File: src/rtl/gpb_pkg.sv
`timescale 1ns/1ps
package gpb_pkg;
   localparam int BUS_BITS = 32;

   localparam logic [7:0] OFS_DIR   = 8'h00;
   localparam logic [7:0] OFS_DATA  = 8'h04;
   localparam logic [7:0] OFS_BLINK = 8'h0C;
   localparam logic [7:0] OFS_LOCK  = 8'h10;
   localparam logic [7:0] OFS_INV   = 8'h14;

   // extra sticky lock groups inside the lock register
   localparam int XL_A_LSB = 16;
   localparam int XL_A_W   = 4;
   localparam int XL_B_LSB = 24;
   localparam int XL_B_W   = 5;
   localparam int XL_W     = XL_A_W + XL_B_W;

   typedef enum logic [2:0] {
      SEL_NONE,
      SEL_DIR,
      SEL_DATA,
      SEL_BLINK,
      SEL_LOCK,
      SEL_INV
   } reg_sel_e;

   typedef struct packed {
      logic dir;
      logic data;
      logic blink;
      logic lock;
      logic inv;
   } wr_strobe_t;
endpackage

File: src/rtl/gpb_decode.sv
`timescale 1ns/1ps
module gpb_decode
   import gpb_pkg::*;
#(
   parameter int ADDR_W = 8
) (
   input  logic [ADDR_W-1:0] addr,
   input  logic              wr,
   output reg_sel_e          sel,
   output wr_strobe_t        stb
);
   if (ADDR_W < 5) begin : g_bad_addr_w
      $error("gpb_decode: ADDR_W must be at least 5");
   end

   always_comb begin
      sel = SEL_NONE;
      if      (addr == ADDR_W'(OFS_DIR))   sel = SEL_DIR;
      else if (addr == ADDR_W'(OFS_DATA))  sel = SEL_DATA;
      else if (addr == ADDR_W'(OFS_BLINK)) sel = SEL_BLINK;
      else if (addr == ADDR_W'(OFS_LOCK))  sel = SEL_LOCK;
      else if (addr == ADDR_W'(OFS_INV))   sel = SEL_INV;
   end

   always_comb begin
      stb = '0;
      if (wr) begin
         unique case (sel)
            SEL_DIR:   stb.dir   = 1'b1;
            SEL_DATA:  stb.data  = 1'b1;
            SEL_BLINK: stb.blink = 1'b1;
            SEL_LOCK:  stb.lock  = 1'b1;
            SEL_INV:   stb.inv   = 1'b1;
            default:   ;
         endcase
      end
   end
endmodule

File: src/rtl/gpb_timebase.sv
`timescale 1ns/1ps
module gpb_timebase #(
   parameter int CLK_HZ    = 125_000_000,
   parameter int BLINK_HZ  = 1,
   parameter bit BLINK_EN  = 1'b1
) (
   input  logic clk,
   input  logic rst_n,
   output logic phase
);
   localparam int HALF = CLK_HZ / (2 * BLINK_HZ);
   localparam int CW   = (HALF > 1) ? $clog2(HALF) : 1;

   if (BLINK_HZ < 1) begin : g_bad_rate
      $error("gpb_timebase: BLINK_HZ must be positive");
   end
   if (HALF < 2) begin : g_bad_half
      $error("gpb_timebase: CLK_HZ too small for the blink rate");
   end

   if (BLINK_EN) begin : g_count
      logic [CW-1:0] cnt;
      logic          wrap;

      assign wrap = (cnt == CW'(HALF - 1));

      always_ff @(posedge clk or negedge rst_n) begin
         if (!rst_n) begin
            cnt   <= '0;
            phase <= 1'b0;
         end else if (wrap) begin
            cnt   <= '0;
            phase <= ~phase;
         end else begin
            cnt   <= cnt + 1'b1;
         end
      end

      AST_PHASE_ONLY_AT_WRAP: assert property (@(posedge clk) disable iff (!rst_n)
         !wrap |=> $stable(phase));
      AST_PHASE_FLIPS_AT_WRAP: assert property (@(posedge clk) disable iff (!rst_n)
         wrap |=> (phase != $past(phase)));
      AST_CNT_IN_RANGE: assert property (@(posedge clk) disable iff (!rst_n)
         cnt < CW'(HALF));
   end else begin : g_off
      assign phase = 1'b0;
   end
endmodule

File: src/rtl/gpb_sticky.sv
`timescale 1ns/1ps
module gpb_sticky #(
   parameter int W = 9
) (
   input  logic         clk,
   input  logic         rst_n,
   input  logic         set_en,
   input  logic [W-1:0] set_bits,
   output logic [W-1:0] q
);
   if (W < 1) begin : g_bad_w
      $error("gpb_sticky: W must be positive");
   end

   always_ff @(posedge clk or negedge rst_n) begin
      if (!rst_n)      q <= '0;
      else if (set_en) q <= q | set_bits;
   end

   AST_XLOCK_STICKY: assert property (@(posedge clk) disable iff (!rst_n)
      (($past(q) & ~q) == '0));
endmodule

File: src/rtl/gpb_pin_slice.sv
`timescale 1ns/1ps
module gpb_pin_slice #(
   parameter int SYNC_STAGES = 2
) (
   input  logic clk,
   input  logic rst_n,
   input  logic wr_dir,
   input  logic wr_data,
   input  logic wr_blink,
   input  logic wr_lock,
   input  logic wr_inv,
   input  logic wbit,
   input  logic phase,
   input  logic pin_in,
   output logic dir_q,
   output logic data_q,
   output logic blink_q,
   output logic lock_q,
   output logic inv_q,
   output logic pin_out,
   output logic pin_oe
);
   logic pin_s;

   if (SYNC_STAGES < 0 || SYNC_STAGES > 4) begin : g_bad_sync
      $error("gpb_pin_slice: SYNC_STAGES must be 0..4");
   end

   if (SYNC_STAGES == 0) begin : g_nosync
      assign pin_s = pin_in;
   end else begin : g_sync
      logic [SYNC_STAGES-1:0] sr;
      always_ff @(posedge clk or negedge rst_n) begin
         if (!rst_n) begin
            sr <= '0;
         end else begin
            sr[0] <= pin_in;
            for (int k = 1; k < SYNC_STAGES; k++) sr[k] <= sr[k-1];
         end
      end
      assign pin_s = sr[SYNC_STAGES-1];
   end

   // configuration bits: frozen once locked
   always_ff @(posedge clk or negedge rst_n) begin
      if (!rst_n) begin
         dir_q   <= 1'b0;
         blink_q <= 1'b0;
         inv_q   <= 1'b0;
      end else if (!lock_q) begin
         if (wr_dir)   dir_q   <= wbit;
         if (wr_blink) blink_q <= wbit;
         if (wr_inv)   inv_q   <= wbit;
      end
   end

   // lock: set-only
   always_ff @(posedge clk or negedge rst_n) begin
      if (!rst_n)               lock_q <= 1'b0;
      else if (wr_lock && wbit) lock_q <= 1'b1;
   end

   // data: captured from pin for inputs, written by software for unlocked outputs
   always_ff @(posedge clk or negedge rst_n) begin
      if (!rst_n)                 data_q <= 1'b0;
      else if (!dir_q)            data_q <= pin_s ^ inv_q;
      else if (wr_data && !lock_q) data_q <= wbit;
   end

   assign pin_oe  = dir_q;
   assign pin_out = dir_q & (data_q ^ inv_q ^ (blink_q & phase));

   AST_LOCK_STICKY: assert property (@(posedge clk) disable iff (!rst_n)
      lock_q |=> lock_q);
   AST_LOCKED_CFG_FROZEN: assert property (@(posedge clk) disable iff (!rst_n)
      lock_q |=> $stable({dir_q, blink_q, inv_q}));
   AST_LOCKED_DATA_HELD: assert property (@(posedge clk) disable iff (!rst_n)
      (lock_q && dir_q) |=> $stable(data_q));
   AST_INPUT_CAPTURE: assert property (@(posedge clk) disable iff (!rst_n)
      !dir_q |=> (data_q == $past(pin_s ^ inv_q)));
   AST_BLINK_KEEPS_DATA: assert property (@(posedge clk) disable iff (!rst_n)
      (dir_q && blink_q && !wr_data) |=> $stable(data_q));
endmodule

File: src/rtl/gpb_top.sv
`timescale 1ns/1ps
module gpb_top
   import gpb_pkg::*;
#(
   parameter int NUM_PINS    = 9,
   parameter int ADDR_W      = 8,
   parameter int CLK_HZ      = 125_000_000,
   parameter int BLINK_HZ    = 1,
   parameter bit BLINK_EN    = 1'b1,
   parameter int SYNC_STAGES = 2
) (
   input  logic                 clk,
   input  logic                 rst_n,
   input  logic [ADDR_W-1:0]    bus_addr,
   input  logic                 bus_wr,
   input  logic [BUS_BITS-1:0]  bus_wdata,
   output logic [BUS_BITS-1:0]  bus_rdata,
   input  logic [NUM_PINS-1:0]  pin_in,
   output logic [NUM_PINS-1:0]  pin_out,
   output logic [NUM_PINS-1:0]  pin_oe
);
   if (NUM_PINS < 1 || NUM_PINS > XL_A_LSB) begin : g_bad_pins
      $error("gpb_top: NUM_PINS must be 1..16");
   end

   reg_sel_e   sel;
   wr_strobe_t stb;
   logic       phase;

   logic [NUM_PINS-1:0] dir_v, data_v, blink_v, lock_v, inv_v;
   logic [XL_W-1:0]     xl_q;
   logic                unused_wdata;

   assign unused_wdata = ^bus_wdata;

   gpb_decode #(.ADDR_W(ADDR_W)) u_decode (
      .addr (bus_addr),
      .wr   (bus_wr),
      .sel  (sel),
      .stb  (stb)
   );

   gpb_timebase #(
      .CLK_HZ   (CLK_HZ),
      .BLINK_HZ (BLINK_HZ),
      .BLINK_EN (BLINK_EN)
   ) u_timebase (
      .clk   (clk),
      .rst_n (rst_n),
      .phase (phase)
   );

   for (genvar i = 0; i < NUM_PINS; i++) begin : g_pin
      gpb_pin_slice #(.SYNC_STAGES(SYNC_STAGES)) u_slice (
         .clk      (clk),
         .rst_n    (rst_n),
         .wr_dir   (stb.dir),
         .wr_data  (stb.data),
         .wr_blink (stb.blink),
         .wr_lock  (stb.lock),
         .wr_inv   (stb.inv),
         .wbit     (bus_wdata[i]),
         .phase    (phase),
         .pin_in   (pin_in[i]),
         .dir_q    (dir_v[i]),
         .data_q   (data_v[i]),
         .blink_q  (blink_v[i]),
         .lock_q   (lock_v[i]),
         .inv_q    (inv_v[i]),
         .pin_out  (pin_out[i]),
         .pin_oe   (pin_oe[i])
      );
   end

   gpb_sticky #(.W(XL_W)) u_xlock (
      .clk      (clk),
      .rst_n    (rst_n),
      .set_en   (stb.lock),
      .set_bits ({bus_wdata[XL_B_LSB +: XL_B_W], bus_wdata[XL_A_LSB +: XL_A_W]}),
      .q        (xl_q)
   );

   always_comb begin
      bus_rdata = '0;
      unique case (sel)
         SEL_DIR:   bus_rdata[NUM_PINS-1:0] = dir_v;
         SEL_DATA:  bus_rdata[NUM_PINS-1:0] = data_v;
         SEL_BLINK: bus_rdata[NUM_PINS-1:0] = blink_v;
         SEL_INV:   bus_rdata[NUM_PINS-1:0] = inv_v;
         SEL_LOCK: begin
            bus_rdata[NUM_PINS-1:0]        = lock_v;
            bus_rdata[XL_A_LSB +: XL_A_W]  = xl_q[XL_A_W-1:0];
            bus_rdata[XL_B_LSB +: XL_B_W]  = xl_q[XL_W-1:XL_A_W];
         end
         default:   ;
      endcase
   end

   AST_UNMAPPED_READS_ZERO: assert property (@(posedge clk) disable iff (!rst_n)
      (sel == SEL_NONE) |-> (bus_rdata == '0));
   AST_INPUT_NOT_DRIVEN: assert property (@(posedge clk) disable iff (!rst_n)
      ((pin_out & ~pin_oe) == '0));
endmodule

File: config.mk
export PLATFORM = sky130hd
export DESIGN_NAME = gpb_top
export DESIGN_NICKNAME = d
export VERILOG_FILES = /design/src/rtl/gpb_pkg.sv /design/src/rtl/gpb_decode.sv /design/src/rtl/gpb_timebase.sv /design/src/rtl/gpb_sticky.sv /design/src/rtl/gpb_pin_slice.sv /design/src/rtl/gpb_top.sv
export SDC_FILE = /design/constraint.sdc
export NUM_CORES = 1
export LEC_CHECK = 0
export BUFFER_PORTS_ARGS = -buffer_cell sky130_fd_sc_hd__clkbuf_2
export CAP_MARGIN = 20
export CORE_AREA = 2 2 103 105
export CTS_BUF_LIST = sky130_fd_sc_hd__clkbuf_4
export DETAILED_ROUTE_END_ITERATION = 6
export DIE_AREA = 0 0 105 107
export HOLD_SLACK_MARGIN = 0.1
export PLACE_DENSITY = 0.8
export SETUP_SLACK_MARGIN = 0.2
export SKIP_CTS_REPAIR_TIMING = 1
export SLEW_MARGIN = 20
export SYNTH_ARGS = -nofsm -noshare
export SYNTH_HDL_FRONTEND = slang
export SYNTH_HIERARCHICAL = 1
export SYNTH_SLANG_ARGS = --single-unit
File: constraint.sdc
create_clock -name clk -period 1.4 [get_ports clk]
set_input_delay 0.07 -clock clk [delete_from_list [all_inputs] [get_ports clk]]
set_output_delay 0.07 -clock clk [all_outputs]
set_load 0.005 [all_outputs]
==> flow_summary.json <==
{
  "status": "finished, violations left",
  "failed_checks": "negative setup slack",
  "synthFlopType": "dfrtp_1",
  "synth_mux_area_frac": 0.122,
  "cts_sinks": 99,
  "start_util": 0.509,
  "synth_xor_area_frac": 0.0579,
  "synth_edf_count": 0,
  "drc": 0,
  "layout-drive-gt1-share": 0.475,
  "core_area_mm2": 0.0101,
  "period_share": 1.23,
  "cts_buffer_depth": 2,
  "fp-row-count": 37,
  "grt_setup_unrepaired": "true",
  "layout.nets": 697,
  "path_max_fanout": 10,
  "cts_max_level": 3,
  "insertion_delay_ns": 0.47,
  "portBuffers": 73,
  "n_antenna_cell": 0,
  "die_y_um": 107,
  "p_clk_frac": 0.280,
  "fmax_mhz": 582,
  "yosysSeqAreaShare": 0.482,
  "avgRoutedWirePerCell_um": 17.6,
  "dpl_cell_area_mm2": 0.00620,
  "grt_max_degree": 47,
  "final_util": 0.717,
  "die_x_um": 105,
  "cts_tree": "done",
  "num-fill-cells": 732,
  "syn_area_per_cell_um2": 11.1,
  "slowest_stage": "mux2i_1",
  "report.final.hold_viol_count": 0,
  "yosysWarnings": 6,
  "ant_nets": 0,
  "critical-path-top-delay-family": "simple AND/OR/NAND/NOR gates",
  "cp_data_required_time_ns": 1.33,
  "pwr_density_cell_mw_per_mm2": 715,
  "worst_slack_ns": -0.318,
  "yosys.area.top_type": "dfrtp_1",
  "place.gp.congestion": 0.850,
  "overflow": 0,
  "ir_worst_vdd_v": 0.000603,
  "seqPwrFrac": 0.605,
  "whs_ns": 0.0721,
  "firstDrtPassIters": 5,
  "setup_viol": 48,
  "p_switching_mw": 1.48,
  "critPathMaxStageDelay_ns": 0.25,
  "yosysUniqueCellTypes": 49,
  "syn-cell-area_mm2": 0.00514,
  "clk_pin_slew_ns": 0.17,
  "synth_adder_area_share": 0.00243,
  "critPathCaptureType": "output port",
  "drv_cap": 0,
  "grt_pass1_vias": 4002,
  "grt_pass1_wl_mm": 19.6,
  "ys_ff_latch": 99,
  "cts_buffers": 9,
  "internal-power_mw": 3.69,
  "synth_top_family_by_area": "simple AND/OR/NAND/NOR gates",
  "vias_per_cell": 5.41,
  "dieArea_mm2": 0.0112,
  "io_pins": 102,
  "cp_data_arrival_time_ns": 1.65,
  "min_path_type": "primary input to async pin",
  "stdcell_area_mm2": 0.00724,
  "skew_ns": 0.0173,
  "synth_common_cells": "99 x dfrtp_1, 29 x mux2i_1, 28 x nor2b_1, 28 x xor2_1, 27 x nand3_1",
  "synth_compound_area_frac": 0.0876,
  "drt_wl_total_mm": 13.8,
  "synth_top_area_frac": 0.482,
  "grtUsageTotal": 0.220,
  "leakagePower_nw": 3.66,
  "cts-root-buf": "clkbuf_4",
  "synth_cells": 462,
  "yosys.area_share.simple": 0.200,
  "drtIter0Drc": 218,
  "place_hpwl_mm": 8.54,
  "combPwrFrac": 0.115,
  "crit_buf_inv": 3,
  "antenna_found_initial": 0,
  "synth.area.top_cells": "dfrtp_1 48%, mux2i_1 5.6%, xor2_1 4.8%",
  "startpoint_type": "primary input",
  "areaGrowthSynthToFinish_pct": 40.7,
  "path_class": "primary input to output port",
  "layout_min_cycle_time_ns": 1.72,
  "netSwitchingFraction": 0.286,
  "async_reset_ff_frac": 1.00,
  "slew_violations": 0,
  "crit_chain": "buf_6, nor3_4, nand2_4, nor2_4, buf_12, mux2i_1, o22ai_1, a21o_1, clkbuf_2",
  "num_vias": 4245,
  "yosysMostFrequentCell": "dfrtp_1"
}
-- cells by family (layout without fill, tap and decap cells) --
logic type	after synthesis	in the layout
AO/OA/AOI/OAI	71	71
XOR/XNOR	34	34
buffers and inverters	33	205
AND/OR/NAND/NOR	167	169
adder cells (fa/ha/maj)	1	1
multiplexers	56	56
other	1	14
flip-flops	99	99
-- power groups by stage --
stage                     Clock [mW]  Sequential (mW)  Combinational, mW
after global routing            1.62             3.15              0.653
final                           1.45             3.13              0.594
after detailed placement           0             3.16              0.449
after CTS                       1.51             3.11              0.453
after global placement             0             3.15              0.425
after floorplan                    0             3.13              0.275
-- state kept, by name (all words and copies together) (netlist names) --
signal and cells:
u_xlock/q 9, g_pin.u_slice/g_sync.sr 18, g_pin.u_slice/blink_q 9, g_pin.u_slice/data_q 9, g_pin.u_slice/lock_q 9, u_timebase/phase 1, g_pin.u_slice/inv_q 9, g_pin.u_slice/dir_q 9
u_timebase/g_count.cnt 26
-- path summary, 6_finish.rpt --
path,slack [ns],endpoint,cells after the start,start
worst max-delay path,-0.32,bus_rdata[0],9,bus_addr[0]
worst min-delay path,0.07,g_pin[2].u_slice/inv_q,2,rst_n
worst max register to register,-0.27,u_timebase/phase,6,u_timebase/g_count.cnt[8]
worst min register to register,0.36,g_pin[4].u_slice/g_sync.sr[1],0,g_pin[4].u_slice/g_sync.sr[0]
max in group asynchronous,0.73,g_pin[6].u_slice/lock_q,3,rst_n
min in group clk,0.23,g_pin[8].u_slice/g_sync.sr[0],2,pin_in[8]
-- cell type report --
| type | count | area [um^2] | share of cell area |
|---|---|---|---|
| repair buffers | 186 | 1460 | 0.201 |
| well taps | 136 | 170 | 0.0235 |
| clock inverters | 7 | 60.1 | 0.00830 |
| multi-input cells | 345 | 2960 | 0.409 |
| clock buffers | 9 | 67.6 | 0.00934 |
| flip-flops and latches | 99 | 2510 | 0.347 |
| inverters | 3 | 11.3 | 0.00156 |
-- through the flow --
| step | instances | TNS (ns) | total power, mW | worst slack [ns] |
|---|---|---|---|---|
| final | 785 | -8.74 | 5.18 | -0.318 |
| after detailed placement | 709 | -14.53 | 3.61 | -0.432 |
| after floorplan | 475 | -1.69 | 3.40 | -0.135 |
| after global placement | 709 | -12.12 | 3.58 | -0.435 |
| after CTS | 725 | -10.66 | 5.07 | -0.441 |
| after global routing | 785 | -11.88 | 5.42 | -0.358 |
-- cell usage in the layout (no fill, tap or decap), drive strengths merged, types with 26 or more instances in the layout --
master,instances
xor2,28
nand3,27
dlygate4sd3,28
dfrtp,99
a21o,26
nor2b,28
buf,104
mux2i,29
mux2,27
clkbuf,63
-- routing by layer --
metal  vias up  global-route usage  wire length (um)
li1       1949                   -                 -
met1      2147               0.273              5340
met2       127               0.379              7380
met3        22              0.0571               837
met4         0              0.0695               223
met5         -                   0                 0
Power figures use the tool's default switching activity.
